===== src/rtl/vf_step_pkg.sv =====
package vf_step_pkg;
  localparam int STEP_W = 7;
  localparam int REG_W  = 7;
  localparam int VL_MAX = 64;
  localparam int CNT_W  = 3;
  localparam int CTR_W  = 16;
  localparam int NSRC   = 2;
endpackage


===== src/rtl/vf_step_regs.sv =====
module vf_step_regs
  import vf_step_pkg::*;
#(
  parameter int SW   = STEP_W,
  parameter int CW   = CNT_W,
  parameter int VMAX = VL_MAX
) (
  input  logic          clk,
  input  logic          rst_n,
  input  logic          vl_wr,
  input  logic [SW-1:0] vl_wdata,
  input  logic          loop_rst,
  input  logic [CW-1:0] elem_cnt_in,
  input  logic          step_cmd,
  input  logic          step_rc,
  output logic [SW-1:0] srcstep,
  output logic [SW-1:0] dststep,
  output logic [SW-1:0] vl,
  output logic          cond_eq,
  output logic [CW-1:0] elem_cnt
);
  localparam logic [SW-1:0] VMAX_V = SW'(VMAX);

  logic          restart;
  logic [SW-1:0] src_nx, dst_nx, vl_clamped;
  logic [CW-1:0] cnt_capt;

  always_comb begin
    restart    = vl_wr | loop_rst;
    src_nx     = srcstep + SW'(elem_cnt);
    dst_nx     = dststep + SW'(elem_cnt);
    vl_clamped = (vl_wdata > VMAX_V) ? VMAX_V : vl_wdata;
    cnt_capt   = (elem_cnt_in == '0) ? CW'(1) : elem_cnt_in;
  end

  always_ff @(posedge clk or negedge rst_n) begin
    if (!rst_n) begin
      srcstep  <= '0;
      dststep  <= '0;
      vl       <= '0;
      cond_eq  <= 1'b0;
      elem_cnt <= CW'(1);
    end else begin
      if (vl_wr) vl <= vl_clamped;
      if (restart) begin
        srcstep  <= '0;
        dststep  <= '0;
        elem_cnt <= cnt_capt;
      end else if (step_cmd) begin
        srcstep <= src_nx;
        dststep <= dst_nx;
        if (step_rc) cond_eq <= (src_nx == vl);
      end
    end
  end

  p_step_adv_r4: assert property (@(posedge clk) disable iff (!rst_n)
    (step_cmd && !restart) |=> (srcstep == SW'($past(srcstep) + SW'($past(elem_cnt)))));
  p_hold_r3: assert property (@(posedge clk) disable iff (!rst_n)
    (!step_cmd && !restart) |=> ($stable(srcstep) && $stable(dststep)));
  p_clear_r6: assert property (@(posedge clk) disable iff (!rst_n)
    restart |=> (srcstep == '0 && dststep == '0));
  p_vl_cap_r6: assert property (@(posedge clk) disable iff (!rst_n)
    vl <= VMAX_V);
  p_eq_hold_r5: assert property (@(posedge clk) disable iff (!rst_n)
    !(step_cmd && step_rc && !restart) |=> $stable(cond_eq));
  p_cnt_fixed_r10: assert property (@(posedge clk) disable iff (!rst_n)
    !restart |=> $stable(elem_cnt));
endmodule


===== src/rtl/vf_addr_gen.sv =====
module vf_addr_gen
  import vf_step_pkg::*;
#(
  parameter int SW = STEP_W,
  parameter int RW = REG_W
) (
  input  logic [RW-1:0] base,
  input  logic          vec,
  input  logic [SW-1:0] step,
  output logic [RW-1:0] reg_num,
  output logic          oor
);
  logic [RW:0] sum;

  always_comb begin
    sum     = {1'b0, base} + (vec ? (RW+1)'(step) : '0);
    reg_num = sum[RW-1:0];
    oor     = sum[RW];
  end
endmodule


===== src/rtl/vf_ctr_unit.sv =====
module vf_ctr_unit
  import vf_step_pkg::*;
#(
  parameter int TW = CTR_W,
  parameter int CW = CNT_W
) (
  input  logic          clk,
  input  logic          rst_n,
  input  logic          ctr_wr,
  input  logic [TW-1:0] ctr_wdata,
  input  logic          ctr_dec,
  input  logic [CW-1:0] elem_cnt,
  output logic [TW-1:0] ctr_val,
  output logic          ctr_zero
);
  logic [TW-1:0] dec_amt;
  logic          under;

  always_comb begin
    dec_amt  = TW'(elem_cnt);
    under    = (ctr_val < dec_amt);
    ctr_zero = (ctr_val == '0);
  end

  always_ff @(posedge clk or negedge rst_n) begin
    if (!rst_n)       ctr_val <= '0;
    else if (ctr_wr)  ctr_val <= ctr_wdata;
    else if (ctr_dec) ctr_val <= under ? '0 : (ctr_val - dec_amt);
  end

  p_ctr_sat_r8: assert property (@(posedge clk) disable iff (!rst_n)
    (ctr_dec && !ctr_wr && ctr_val < TW'(elem_cnt)) |=> (ctr_val == '0));
  p_ctr_hold_r8: assert property (@(posedge clk) disable iff (!rst_n)
    (!ctr_wr && !ctr_dec) |=> $stable(ctr_val));
  p_ctr_load_r8: assert property (@(posedge clk) disable iff (!rst_n)
    ctr_wr |=> (ctr_val == $past(ctr_wdata)));
endmodule


===== src/rtl/vf_step_ctrl.sv =====
module vf_step_ctrl
  import vf_step_pkg::*;
#(
  parameter int SW   = STEP_W,
  parameter int RW   = REG_W,
  parameter int CW   = CNT_W,
  parameter int TW   = CTR_W,
  parameter int NS   = NSRC,
  parameter int VMAX = VL_MAX
) (
  input  logic             clk,
  input  logic             rst_n,
  input  logic             vl_wr,
  input  logic [SW-1:0]    vl_wdata,
  input  logic             loop_rst,
  input  logic [CW-1:0]    elem_cnt_in,
  input  logic             step_cmd,
  input  logic             step_rc,
  input  logic             exec_en,
  input  logic [NS*RW-1:0] src_base,
  input  logic [NS-1:0]    src_vec,
  input  logic [RW-1:0]    dst_base,
  input  logic             dst_vec,
  input  logic             ctr_wr,
  input  logic [TW-1:0]    ctr_wdata,
  input  logic             ctr_dec,
  output logic [SW-1:0]    srcstep,
  output logic [SW-1:0]    dststep,
  output logic [SW-1:0]    vl,
  output logic             cond_eq,
  output logic [NS*RW-1:0] src_reg,
  output logic [RW-1:0]    dst_reg,
  output logic             addr_err,
  output logic [TW-1:0]    ctr_val,
  output logic             ctr_zero
);
  logic [CW-1:0] elem_cnt;
  logic [NS-1:0] src_oor;
  logic          dst_oor;

  vf_step_regs #(.SW(SW), .CW(CW), .VMAX(VMAX)) u_regs (
    .clk(clk), .rst_n(rst_n), .vl_wr(vl_wr), .vl_wdata(vl_wdata),
    .loop_rst(loop_rst), .elem_cnt_in(elem_cnt_in), .step_cmd(step_cmd),
    .step_rc(step_rc), .srcstep(srcstep), .dststep(dststep), .vl(vl),
    .cond_eq(cond_eq), .elem_cnt(elem_cnt)
  );

  for (genvar i = 0; i < NS; i++) begin : g_src
    vf_addr_gen #(.SW(SW), .RW(RW)) u_src (
      .base(src_base[i*RW +: RW]), .vec(src_vec[i]), .step(srcstep),
      .reg_num(src_reg[i*RW +: RW]), .oor(src_oor[i])
    );
  end

  vf_addr_gen #(.SW(SW), .RW(RW)) u_dst (
    .base(dst_base), .vec(dst_vec), .step(dststep),
    .reg_num(dst_reg), .oor(dst_oor)
  );

  assign addr_err = exec_en & ((|src_oor) | dst_oor);

  vf_ctr_unit #(.TW(TW), .CW(CW)) u_ctr (
    .clk(clk), .rst_n(rst_n), .ctr_wr(ctr_wr), .ctr_wdata(ctr_wdata),
    .ctr_dec(ctr_dec), .elem_cnt(elem_cnt), .ctr_val(ctr_val),
    .ctr_zero(ctr_zero)
  );

  p_scalar_dst_r2: assert property (@(posedge clk) disable iff (!rst_n)
    !dst_vec |-> (dst_reg == dst_base));
  p_err_gate_r7: assert property (@(posedge clk) disable iff (!rst_n)
    !exec_en |-> !addr_err);
endmodule


===== config.mk =====
export PLATFORM = sky130hd
export DESIGN_NAME = vf_step_ctrl
export DESIGN_NICKNAME = d
export VERILOG_FILES = /design/src/rtl/vf_step_pkg.sv /design/src/rtl/vf_step_regs.sv /design/src/rtl/vf_addr_gen.sv /design/src/rtl/vf_ctr_unit.sv /design/src/rtl/vf_step_ctrl.sv
export SDC_FILE = /design/constraint.sdc
export NUM_CORES = 1
export LEC_CHECK = 0
export ABC_CLOCK_PERIOD_IN_PS = 6450
export BUFFER_PORTS_ARGS = -buffer_cell sky130_fd_sc_hd__buf_4
export CAP_MARGIN = 25
export CORE_MARGIN = 5
export CORE_UTILIZATION = 50
export CTS_BUF_LIST = sky130_fd_sc_hd__clkbuf_2 sky130_fd_sc_hd__clkbuf_4 sky130_fd_sc_hd__clkbuf_8
export CTS_CLUSTER_DIAMETER = 30
export CTS_CLUSTER_SIZE = 28
export DETAILED_ROUTE_END_ITERATION = 8
export PLACE_DENSITY = 0.8
export SYNTH_ARGS = -nofsm -noshare
export SYNTH_HDL_FRONTEND = slang
export SYNTH_SLANG_ARGS = --single-unit

===== constraint.sdc =====
create_clock -name clk -period 6.45 [get_ports clk]
set_input_delay 0.645 -clock clk [delete_from_list [all_inputs] [get_ports clk]]
set_output_delay 0.645 -clock clk [all_outputs]
set_load 0.02 [all_outputs]

==> flow_metrics.env <==
export IMPL_wirelength_um=8760
export IMPL_antenna_left=0
export IMPL_clk_pin_slew_worst_paths_ns=0.08
export IMPL_netlist_top_cells_count="dfrtp_1 (40), nor2_1 (38), ha_1 (31)"
export IMPL_status="complete, no violations"
export IMPL_drt_iter0_markers=163
export IMPL_vias_per_cell=5.55
export IMPL_grtUsageTotal=0.206
export IMPL_final_area_sq_um=4440
export IMPL_antenna_found_initial=0
export IMPL_postLayoutSetupSlackWorst_ns=3.07
export IMPL_wl_per_cell_um=15.0
export IMPL_rows=30
export IMPL_area_growth_pct=30.3
export IMPL_synth_seq_cells=41
export IMPL_async_reset_ff_frac=1.00
export IMPL_slew_limit_headroom=0.577
export IMPL_synthesis_nets=489
export IMPL_synth_top_family_by_area="simple AND/OR/NAND/NOR gates"
export IMPL_synth_main_ff_cell="dfrtp_1"
export IMPL_die_area_sq_um=8560
export IMPL_core_area_sq_um=6720
export IMPL_dieWidth_um=92.5
export IMPL_power_leakage_uw=0.00221
export IMPL_dp_hpwl_um=6980
export IMPL_synth_edf_count=0
export IMPL_synth_most_common_cell="dfrtp_1"
export IMPL_r2r_cells=8
export IMPL_final_nets=600
export IMPL_pre_cts_ws_ns=3.11
export IMPL_ir_drop_uv=108
export IMPL_drc_errors=0
export IMPL_synth_top_area_frac=0.294
export IMPL_hold_buffers=0
export IMPL_grt_overflow=0
export IMPL_power_density_nw_per_um2=163
export IMPL_holdWs_ns=0.319
export IMPL_n_antenna_cell=0
export IMPL_startpoint_type="flip-flop"
export IMPL_grt_pass1_vias=3270
export IMPL_synth_largest_area_cell="dfrtp_1"
export IMPL_vias=3246
export IMPL_syn_cell_area_sq_um=3410
export IMPL_ys_top_cells_by_area="dfrtp_1 (29%), ha_1 (11%), xnor2_1 (4.9%)"
export IMPL_arrival_ns=2.73
export IMPL_grt_setup_unrepaired="false"
export IMPL_cts_setup_buffers=0
export IMPL_post_place_cells=577
export IMPL_firstDrtPassIters=4
export IMPL_synth_xor_area_frac=0.0848
export IMPL_synth_compound_area_frac=0.154
export IMPL_worst_slew_pin_slew_ns=0.630
export IMPL_cts_tree="built"
export IMPL_fmax_mhz=296
export IMPL_path_max_fanout=5
export IMPL_synth_avg_cell_area_sq_um=8.67
export IMPL_synthMuxAreaShare=0.0327
export IMPL_cts_inserted_buffers=5
export IMPL_skew_ns=0.00852
export IMPL_setup_viol=0
export IMPL_start_util=0.507
export IMPL_syn_inst=393
export IMPL_crit_required_ns=5.80
export IMPL_pin_count=120
export IMPL_maxCapViolCount=0
export IMPL_synthSimpleGateAreaFrac=0.232
export IMPL_drive_gt1_frac=0.271
export IMPL_ys_types=52
export IMPL_finalNonFillerCells=585
export IMPL_hold_viol=0
export IMPL_slew_violations=0
export IMPL_clock_tree_root_cell="clkbuf_8"
export IMPL_hold_class="input port to asynchronous set/reset pin"
export IMPL_clockBufferDepth=2
export IMPL_synthAdderAreaFrac=0.149
export IMPL_grt_pass1_wl_um=14700
export IMPL_crit_path_end_kind="output port"
export IMPL_fin_crit_ns=3.38
export IMPL_period_share=0.523
export IMPL_yosys_warnings=0
export IMPL_cts_htree_levels=2
export IMPL_cts_sinks=41
export IMPL_grt_max_degree=42
export IMPL_post_cts_resized=0
export IMPL_dieHeight_um=92.5
export IMPL_setup_tns_ns=0
export IMPL_clk_latency_ns=0.29
export IMPL_place_gp_congestion=0.845
export IMPL_place_area_sq_um=4340
export IMPL_ys_seq_area_frac=0.302
export IMPL_path_class="flip-flop to output port"
export IMPL_portBuffers=119
-- worst max-delay path, stage by stage, from the launching register on --
cell and delay [ns]:
dfrtp_1 0.45, and2_1 0.19, ha_1 0.21, inv_1 0.07, fa_1 0.21, nor2b_1 0.05
o21ai_0 0.19, a21boi_0 0.18, or4b_2 0.64, nand3_1 0.11, buf_4 0.14
-- state kept, by name, summed over array words and instances (netlist names) --
name,cells
u_ctr.ctr_val,16
u_regs.dststep,7
u_regs.srcstep,7
u_regs.vl,7
u_regs.elem_cnt,3
u_regs.cond_eq,1
-- cells by family (layout without fill, tap and decap cells) --
family	after synthesis	count (layout)
XOR/XNOR	33	33
buffers and inverters	41	153
multiplexers	11	11
adder cells (fa/ha/maj)	37	37
flip-flops	41	41
AO/OA/AOI/OAI	85	85
AND/OR/NAND/NOR	145	145
-- path summary, 6_finish.rpt --
path	startpoint	to	slack, ns
worst max-delay path	u_regs.srcstep[0]	src_reg[6]	3.07
worst min-delay path	rst_n	u_ctr.ctr_val[3]	0.32
worst max register to register	u_ctr.ctr_val[0]	u_ctr.ctr_val[11]	3.91
worst min register to register	u_regs.cond_eq	u_regs.cond_eq	0.53
max in group asynchronous	rst_n	u_regs.srcstep[6]	5.75
min in group clk	u_regs.cond_eq	u_regs.cond_eq	0.53
-- cells in the final DEF (no fill, tap or decap), drive strengths merged, types with 3 or more instances in the layout --
cell | synthesis | routed
clkbuf | 13 | 7
nor3 | 6 | 6
and2 | 19 | 19
inv | 26 | 26
a22oi | 3 | 3
mux2i | 10 | 10
or4b | 3 | 3
o211ai | 3 | 3
a31oi | 3 | 3
a21oi | 23 | 23
or4 | 4 | 4
nand3 | 9 | 9
a21o | 5 | 5
fa | 6 | 6
a21boi | 4 | 4
a211oi | 4 | 4
buf | 2 | 119
nor4 | 7 | 7
dfrtp | 40 | 40
ha | 31 | 31
nand3b | 6 | 6
o21ai | 26 | 26
xor2 | 14 | 14
xnor2 | 19 | 19
nor2 | 39 | 39
nand2 | 28 | 28
nor2b | 14 | 14
-- where the power goes --
group          switching (uW)  leakage [uW]  internal [uW]  total [uW]
Sequential               26.0      0.000522            276         302
Combinational             128       0.00164            114         242
Clock                    88.7     0.0000479           91.3         180
Total                     243       0.00221            481         725
-- metal layers --
layer,part of all wire,track usage,up-vias
li1,-,-,1595
met3,0.076,0.0439,8
met5,0,0,-
met1,0.41,0.247,1515
met2,0.50,0.372,128
met4,0.0089,0.0569,0
-- final cells by class --
class	count	area, sq um
sequential	41	1030
clock buffer	7	90.1
inverter	26	97.6
tap	80	100
clock inverter	1	7.51
timing repair buffer	119	893
fill	574	2280
multi-input combinational	311	2220
-- through the flow --
step | total power, uW | util
6_report | 725 | 0.661
5_1_grt | 768 | 0.661
4_1_cts | 733 | 0.661
3_5_place_dp | 550 | 0.646
3_3_place_gp | 544 | 0.646
2_1_floorplan | 446 | -
No activity file was read; power rests on OpenSTA's default activity.
